`src/rtl/gpio_irq_collector.sv`:
```
module gpio_irq_collector #(
  parameter int NLINES   = 32,
  parameter int GROUP    = 8,
  parameter int ADDR_W   = 8,
  parameter int MASK_OFS = 0
) (
  input  logic                   clk,
  input  logic                   rst_n,
  input  logic [NLINES-1:0]      line_in,
  input  logic [ADDR_W-1:0]      reg_addr,
  input  logic                   reg_wr,
  input  logic [NLINES-1:0]      reg_wdata,
  output logic [NLINES-1:0]      reg_rdata,
  output logic [NLINES/GROUP-1:0] irq
);
  localparam int NGRP = NLINES / GROUP;
  localparam logic [ADDR_W-1:0] A_CAUSE = ADDR_W'(8'h14);
  localparam logic [ADDR_W-1:0] A_EMASK = ADDR_W'(8'h18 + MASK_OFS);
  localparam logic [ADDR_W-1:0] A_LMASK = ADDR_W'(8'h1C + MASK_OFS);

  logic [NLINES-1:0] prev_in, edge_cause, edge_mask, lvl_mask, rise, line_cause;
  logic [NGRP-1:0]   grp_any;
  logic              wr_cause;

  assign rise       = line_in & ~prev_in;
  assign wr_cause   = reg_wr && (reg_addr == A_CAUSE);
  assign line_cause = (line_in & lvl_mask) | (edge_cause & edge_mask);

  for (genvar g = 0; g < NGRP; g++) begin : g_grp
    assign grp_any[g] = |line_cause[g*GROUP +: GROUP];
  end

  always_ff @(posedge clk) begin
    if (!rst_n) begin
      prev_in    <= '1;
      edge_cause <= '0;
      edge_mask  <= '0;
      lvl_mask   <= '0;
      irq        <= '0;
    end else begin
      prev_in    <= line_in;
      edge_cause <= (wr_cause ? (edge_cause & reg_wdata) : edge_cause) | rise;
      if (reg_wr && reg_addr == A_EMASK) edge_mask <= reg_wdata;
      if (reg_wr && reg_addr == A_LMASK) lvl_mask  <= reg_wdata;
      irq        <= grp_any;
    end
  end

  always_comb begin
    if      (reg_addr == A_CAUSE) reg_rdata = edge_cause;
    else if (reg_addr == A_EMASK) reg_rdata = edge_mask;
    else if (reg_addr == A_LMASK) reg_rdata = lvl_mask;
    else                          reg_rdata = '0;
  end

  assert_edge_capture_R2: assert property (@(posedge clk) disable iff (!rst_n)
    1'b1 |=> (edge_cause & $past(rise)) == $past(rise));

  assert_cause_sticky_R3: assert property (@(posedge clk) disable iff (!rst_n)
    !wr_cause |=> (edge_cause & $past(edge_cause)) == $past(edge_cause));

  assert_cause_clear_R3: assert property (@(posedge clk) disable iff (!rst_n)
    wr_cause |=> (edge_cause & ~$past(reg_wdata) & ~$past(rise)) == '0);

  assert_edge_wins_R4: assert property (@(posedge clk) disable iff (!rst_n)
    (wr_cause && |(rise & ~reg_wdata)) |=> |(edge_cause & $past(rise & ~reg_wdata)));

  assert_masked_quiet_R6: assert property (@(posedge clk) disable iff (!rst_n)
    (edge_mask == '0 && lvl_mask == '0) |=> irq == '0);
endmodule

```
`config.mk`:
```
export PLATFORM = sky130hd
export DESIGN_NAME = gpio_irq_collector
export DESIGN_NICKNAME = d
export VERILOG_FILES = /design/src/rtl/gpio_irq_collector.sv
export SDC_FILE = /design/constraint.sdc
export NUM_CORES = 1
export LEC_CHECK = 0
export CAP_MARGIN = 5
export CORE_MARGIN = 4
export CORE_UTILIZATION = 40
export CTS_CLUSTER_DIAMETER = 30
export DETAILED_ROUTE_END_ITERATION = 8
export PLACE_DENSITY = 0.66
export SLEW_MARGIN = 10
export SYNTH_ARGS = -nofsm -noshare
export SYNTH_HDL_FRONTEND = slang
export SYNTH_SLANG_ARGS = --single-unit
export TNS_END_PERCENT = 50
```
`constraint.sdc`:
```
create_clock -name clk -period 3.45 [get_ports clk]
set_input_delay 0.5175 -clock clk [delete_from_list [all_inputs] [get_ports clk]]
set_output_delay 0.5175 -clock clk [all_outputs]
set_load 0.01 [all_outputs]
```
==> results.json, run 1 <==
{
  "fin_crit_ps": 2910,
  "worst_ir_drop_vdd_mv": 0.335,
  "finalMaxSlewViolations": 0,
  "synthCells": 646,
  "place_inst": 906,
  "post-synth-top-count-cell": "dfxtp_1",
  "yosysTopAreaCellShare": 0.448,
  "portBuffers": 110,
  "p_sw_mw": 0.782,
  "grt_pass1_vias": 5084,
  "drv_cap": 0,
  "synth.net_count": 721,
  "fillCellCount": 1307,
  "clock_latency_ps": 410,
  "p_clk_frac": 0.476,
  "htree_levels": 4,
  "cts_setup_buffers": 0,
  "grt_overflow_total": 0,
  "die_w_um": 129,
  "worst-path-buf-inv": 3,
  "dp_hpwl_um": 11100,
  "nets": 816,
  "tns_ps": 0,
  "grt_usage": 0.197,
  "cts_buffer_depth": 2,
  "hold_path.class": "reg2reg",
  "p_comb_frac": 0.075,
  "status": "finished, final reports clean",
  "post-route-period-util": 0.843,
  "finalWirelength_um": 16300,
  "ys_top_cells_by_count": "dfxtp_1, nand2_1, mux2i_1",
  "wl_per_cell_um": 17.4,
  "initial_utilization": 0.408,
  "synth_area_leaders": "dfxtp_1, mux2i_1, a22oi_1",
  "antenna_found_initial": 1,
  "drt_iter0_markers": 348,
  "cp_max_fo": 32,
  "p_leak_nw": 3.18,
  "gp_routability_congestion": 0.831,
  "first_pass_iters": 5,
  "vias_per_cell": 5.41,
  "swShare": 0.220,
  "cts_tree": "built",
  "synth_area_leader_cell": "dfxtp_1",
  "startpoint_type": "input port",
  "hold_buffers": 0,
  "coreArea_sq_mm": 0.0145,
  "rsz0062_at_grt": "no",
  "drc_errors": 0,
  "cp_cell_sequence": "clkdlybuf4s50_1 > nor4_2 > nand3b_1 > buf_4 > nor2_1 > clkdlybuf4s50_1",
  "cts_buffers": 17,
  "synth_edf_count": 0,
  "cpMostUsedCell": "clkdlybuf4s50_1",
  "synthesis.area_sq_mm": 0.00590,
  "setup_viol": 0,
  "ys_seq_area_frac": 0.448,
  "synthDistinctLibCells": 25,
  "num_vias": 5074,
  "cp-end-kind": "primary output",
  "slew_headroom": 0.523,
  "antenna_left": 0,
  "synth_seq_cells": 132,
  "drive_above_1_share": 0.102,
  "hold_viol_final": 0,
  "multi_input_area_sq_mm": 0.00303,
  "num_rows": 44,
  "critPathTopFamily": "buffers and inverters",
  "ys_warn_count": 0,
  "critPathMaxStageDelay_ps": 570,
  "regArea_sq_mm": 0.00264,
  "instances_no_fill": 938,
  "power.internal_mw": 2.76,
  "power.density_mw_per_mm2": 463,
  "timing_worst_setup_path_type": "in2out",
  "grt_max_degree": 93,
  "max_freq_mhz": 344,
  "slowest_stage": "clkdlybuf4s50_1",
  "p_seq_frac": 0.448,
  "skew_ps": 7.48,
  "async_flop_share": 0,
  "dieArea_sq_mm": 0.0168,
  "ctsRootBufferMaster": "clkbuf_16",
  "cts_resized": 0,
  "tightest_slew_ps": 715,
  "syn2layout_area_growth_pct": 29.7,
  "cts_sinks": 132,
  "worstPathRequired_ps": 2930,
  "synthFlopType": "dfxtp_1",
  "pin_count": 111,
  "avgSynthCellArea_sq_um": 9.14,
  "critPathArrivalTime_ps": 2390,
  "die_h_um": 129,
  "diodes": 0,
  "clk_pin_slew_worst_paths_ps": 50,
  "grt_pass1_wl_um": 25900
}
## path summary, 6_finish.rpt
path / depth (start not counted) / slack (ps) / end / start
min: 2 / 480 / edge_mask[31] / edge_mask[31]
min reg2reg: 2 / 480 / edge_mask[31] / edge_mask[31]
max: 6 / 540 / reg_rdata[31] / reg_addr[1]
max reg2reg: 4 / 2180 / irq[1] / edge_cause[12]
## kinds of logic after synthesis
family	after synthesis	synth area share
DFF	132	0.448
muxes	96	0.170
and+or+nand+nor	240	0.199
AOI/OAI and AO/OA	132	0.144
buffers and inverters	46	0.0394
## per-layer routing
metal  up-vias  part of all wire  track usage
met5         -           0.00080            0
met4         2             0.011       0.0685
met3        18             0.058       0.0523
met2       148              0.48        0.321
met1      2435              0.45        0.255
li1       2471                 -            -
## final cells by class
class | count | share of cell area
clock buffers | 28 | 0.0662
well taps | 184 | 0.0301
flip-flops and latches | 132 | 0.345
repair buffers | 122 | 0.157
clock inverters | 4 | 0.00588
multi-input cells | 468 | 0.396
## flip-flops by register name, indices dropped and copies added, names as in the netlist
| name | flops |
|---|---|
| prev_in | 32 |
| irq | 4 |
| edge_mask | 32 |
| edge_cause | 32 |
| lvl_mask | 32 |
## cell usage in the layout (no fill, tap or decap), types with 3 or more instances in the layout
master,synthesis,layout
a21oi_1,32,32
a22oi_1,48,48
clkbuf_8,0,4
a22o_1,8,8
mux2i_1,64,64
clkinv_2,0,3
clkbuf_16,0,17
nor2_1,32,32
mux2_2,32,32
clkbuf_1,24,7
buf_4,0,11
dfxtp_1,132,132
nor3_1,32,32
a221oi_1,8,8
o21ai_0,32,32
nand2_1,96,96
nand3_1,8,8
nor2b_1,33,32
o21a_1,4,4
nand2b_1,33,33
clkdlybuf4s50_1,0,107
## metrics by stage
step	hold slack [ps]	cell area, sq um	setup slack (ps)	utilization	power (mW)
final	479	7660	543	0.529	3.55
after global routing	487	7660	420	0.529	3.68
after CTS	477	7660	523	0.529	3.58
after detailed placement	467	7110	523	0.491	1.89
after global placement	459	7110	543	0.491	1.88
after floorplan	447	5900	1460	-	1.74
## power groups by stage
stage	Combinational (mW)	Clock (mW)	Sequential, mW
after floorplan	0.127	0	1.61
after global placement	0.261	0	1.62
after detailed placement	0.267	0	1.62
after CTS	0.269	1.72	1.59
after global routing	0.290	1.79	1.59
final	0.268	1.69	1.59
## worst min-delay path, cell delays in order (launching register included)
cell     delay [ps]
dfxtp_1         320
nand2_1          60
mux2i_1          60
No activity file was read; power rests on OpenSTA's default activity.
==> inputs of run 2 (changes only) <==
--- a/config.mk
+++ b/config.mk
@@ -10,7 +10,7 @@
 export CORE_UTILIZATION = 40
 export CTS_CLUSTER_DIAMETER = 30
 export DETAILED_ROUTE_END_ITERATION = 8
-export PLACE_DENSITY = 0.66
+export PLACE_DENSITY = 0.68
 export SLEW_MARGIN = 10
 export SYNTH_ARGS = -nofsm -noshare
 export SYNTH_HDL_FRONTEND = slang
==> constraint.sdc (replaced) <==
create_clock -name clk -period 2.4 [get_ports clk]
set_input_delay 0.36 -clock clk [delete_from_list [all_inputs] [get_ports clk]]
set_output_delay 0.36 -clock clk [all_outputs]
set_load 0.01 [all_outputs]
==> run 2 against run 1 <==
  * Combinational power rose by 50%
  * Count of clock-buffer cells in the layout fell by 3
  * Clock skew fell by 2.0 ps
  * Core utilization rose by 0.67 points
  * Cell count rose by 0.43%
  * The run now ends with negative setup slack left
  * Highest routed layer is now met4
  * Total power rose by 48%
  * Routed wire length rose by 1.3%
  * Global-route usage rose by 0.14 points
  * Clock power rose by 52%
  * Register-to-register slack got worse by 1100 ps
==> results.json, run 2 (same netlist as run 1, synthesis figures left out) <==
{
  "status": "complete, but fails checks",
  "violations": "negative setup slack",
  "syn2layout_area_growth_pct": 31.4,
  "reg2reg_depth": 4,
  "final_cell_mix": "dfxtp_1, nand2_1, clkdlybuf4s50_1, mux2i_1, a22oi_1",
  "hold_path.class": "in2reg",
  "dieArea_sq_mm": 0.0168,
  "gp_routability_congestion": 0.826,
  "cts_buffers": 17,
  "worst_ir_drop_vdd_mv": 0.445,
  "cp-end-kind": "primary output",
  "routed-wl-met2_um": 7860,
  "min_delay_path_depth": 2,
  "first_pass_iters": 5,
  "drv_cap": 0,
  "coreArea_sq_mm": 0.0145,
  "htree_levels": 4,
  "power.density_mw_per_mm2": 677,
  "fillCellCount": 1297,
  "swShare": 0.214,
  "routed.top_layer": "met4",
  "skew_ps": 5.52,
  "setup_viol": 3,
  "slowest_stage": "clkdlybuf4s50_1",
  "cts_tree": "built",
  "min-delay-start": "rst_n",
  "grt_pass1_vias": 5251,
  "whs_endpoint": "prev_in[18]",
  "cts_sinks": 132,
  "tns_ps": -52.6,
  "p_clk_frac": 0.488,
  "startpoint_type": "input port",
  "die_h_um": 129,
  "diodes": 0,
  "portBuffers": 110,
  "antenna_found_initial": 0,
  "timing_worst_setup_path_type": "in2out",
  "ctsRootBufferMaster": "clkbuf_16",
  "power.internal_mw": 4.13,
  "fin_crit_ps": 2420,
  "wl_met3_um": 1020,
  "critPathArrivalTime_ps": 2060,
  "finalWirelength_um": 16500,
  "initial_utilization": 0.408,
  "critPathMaxStageDelay_ps": 540,
  "antenna_left": 0,
  "rsz0062_at_grt": "yes",
  "hold_viol_final": 0,
  "cts_buffer_depth": 2,
  "met1_length_um": 7440,
  "p_leak_nw": 3.39,
  "rrSetupSlack_ps": 1120,
  "slew_headroom": 0.673,
  "max_freq_mhz": 413,
  "nets": 823,
  "vias_per_cell": 5.51,
  "critPathTopFamily": "buffers and inverters",
  "grt_usage": 0.199,
  "die_w_um": 129,
  "dp_hpwl_um": 11300,
  "fin_area_sq_mm": 0.00775,
  "drc_errors": 0,
  "p_sw_mw": 1.12,
  "p_comb_frac": 0.077,
  "grt_pass1_wl_um": 26400,
  "p_seq_frac": 0.435,
  "post_dp_cell_area_sq_mm": 0.00720,
  "worstReg2RegStart": "edge_cause[12]",
  "grt_max_degree": 92,
  "clock_latency_ps": 410,
  "cp_max_fo": 20,
  "wl_per_cell_um": 17.5,
  "drt_iter0_markers": 309,
  "utilization": 0.536,
  "num_rows": 44,
  "clk_pin_slew_worst_paths_ps": 60,
  "tightest_slew_ps": 490,
  "drive_above_1_share": 0.112,
  "post-route-period-util": 1.01,
  "setup_slack_ps": -22.3,
  "num_vias": 5188,
  "pin_count": 111,
  "grt_overflow_total": 0,
  "final_common_cell": "dfxtp_1",
  "finalMaxSlewViolations": 0,
  "cp_cell_sequence": "clkdlybuf4s50_1 > nor4_2 > nand3b_1 > buf_6 > nor2_1 > clkdlybuf4s50_1",
  "hold_buffers": 0,
  "finalPower_mw": 5.25,
  "reg2reg_to": "irq[1]",
  "cts_setup_buffers": 0,
  "cpMostUsedCell": "clkdlybuf4s50_1",
  "worst-path-buf-inv": 3,
  "worstPathRequired_ps": 2040
}
[run 2: cell count changes in the layout (fill, tap and decap cells not counted), sizes merged]
cell,delta
clkdlybuf4s50,-28
dlygate4sd2,+29
clkinv,-1
clkbuf,-3
buf,+6
bufinv,+1
[run 2: worst max path at each step]
stage | start | end | slack, ps | cells past startpoint
global placement | reg_addr[1] | reg_rdata[21] | -60 | 6
finish | reg_addr[6] | reg_rdata[13] | -20 | 6
floorplan | reg_addr[2] | reg_rdata[10] | 730 | 5
global route | reg_addr[6] | reg_rdata[13] | -190 | 6
CTS | reg_addr[1] | reg_rdata[13] | -50 | 6
detailed placement | reg_addr[1] | reg_rdata[21] | -130 | 6
[run 2: per-stage QoR]
stage | hold WS, ps | worst slack (ps) | cells
final | 174 | -22.3 | 942
after global routing | 166 | -187 | 942
after CTS | 156 | -52.6 | 942
after detailed placement | 467 | -134 | 913
after global placement | 457 | -63.0 | 913
after floorplan | 447 | 726 | 646
[run 2: worst reg2reg max path, delay by kind of cell, from the launching register on]
kind            cells  cell delay [ps]
flops               1              320
simple gates        1              120
compound gates      3              730
[run 2: routing by layer]
metal  up-vias  GRT usage
li1       2489          -
met1      2500      0.261
met2       178      0.322
met3        21     0.0474
met4         0     0.0672
met5         -          0
[run 2: power by group through the flow]
stage / clock network [mW] / logic (mW) / registers [mW]
floorplan: 0 / 0.183 / 2.32
global placement: 0 / 0.391 / 2.33
detailed placement: 0 / 0.398 / 2.33
CTS: 2.61 / 0.401 / 2.28
global route: 2.71 / 0.434 / 2.29
finish: 2.57 / 0.402 / 2.28
[run 2: layout make-up]
cell class                      count  area, sq um  share of cell area
Clock buffer                       25          515              0.0665
Clock inverter                      4         70.1             0.00904
Multi-Input combinational cell    468         3030               0.391
Sequential cell                   132         2640               0.341
Tap cell                          184          230              0.0297
Timing Repair Buffer              129         1270               0.163
[run 2: repair_timing]
item,4_1_cts,5_1_grt
pin swaps,0,2
hold endpoints to repair,0,0
endpoints found under the setup margin,32,3
gates resized for setup,30,0
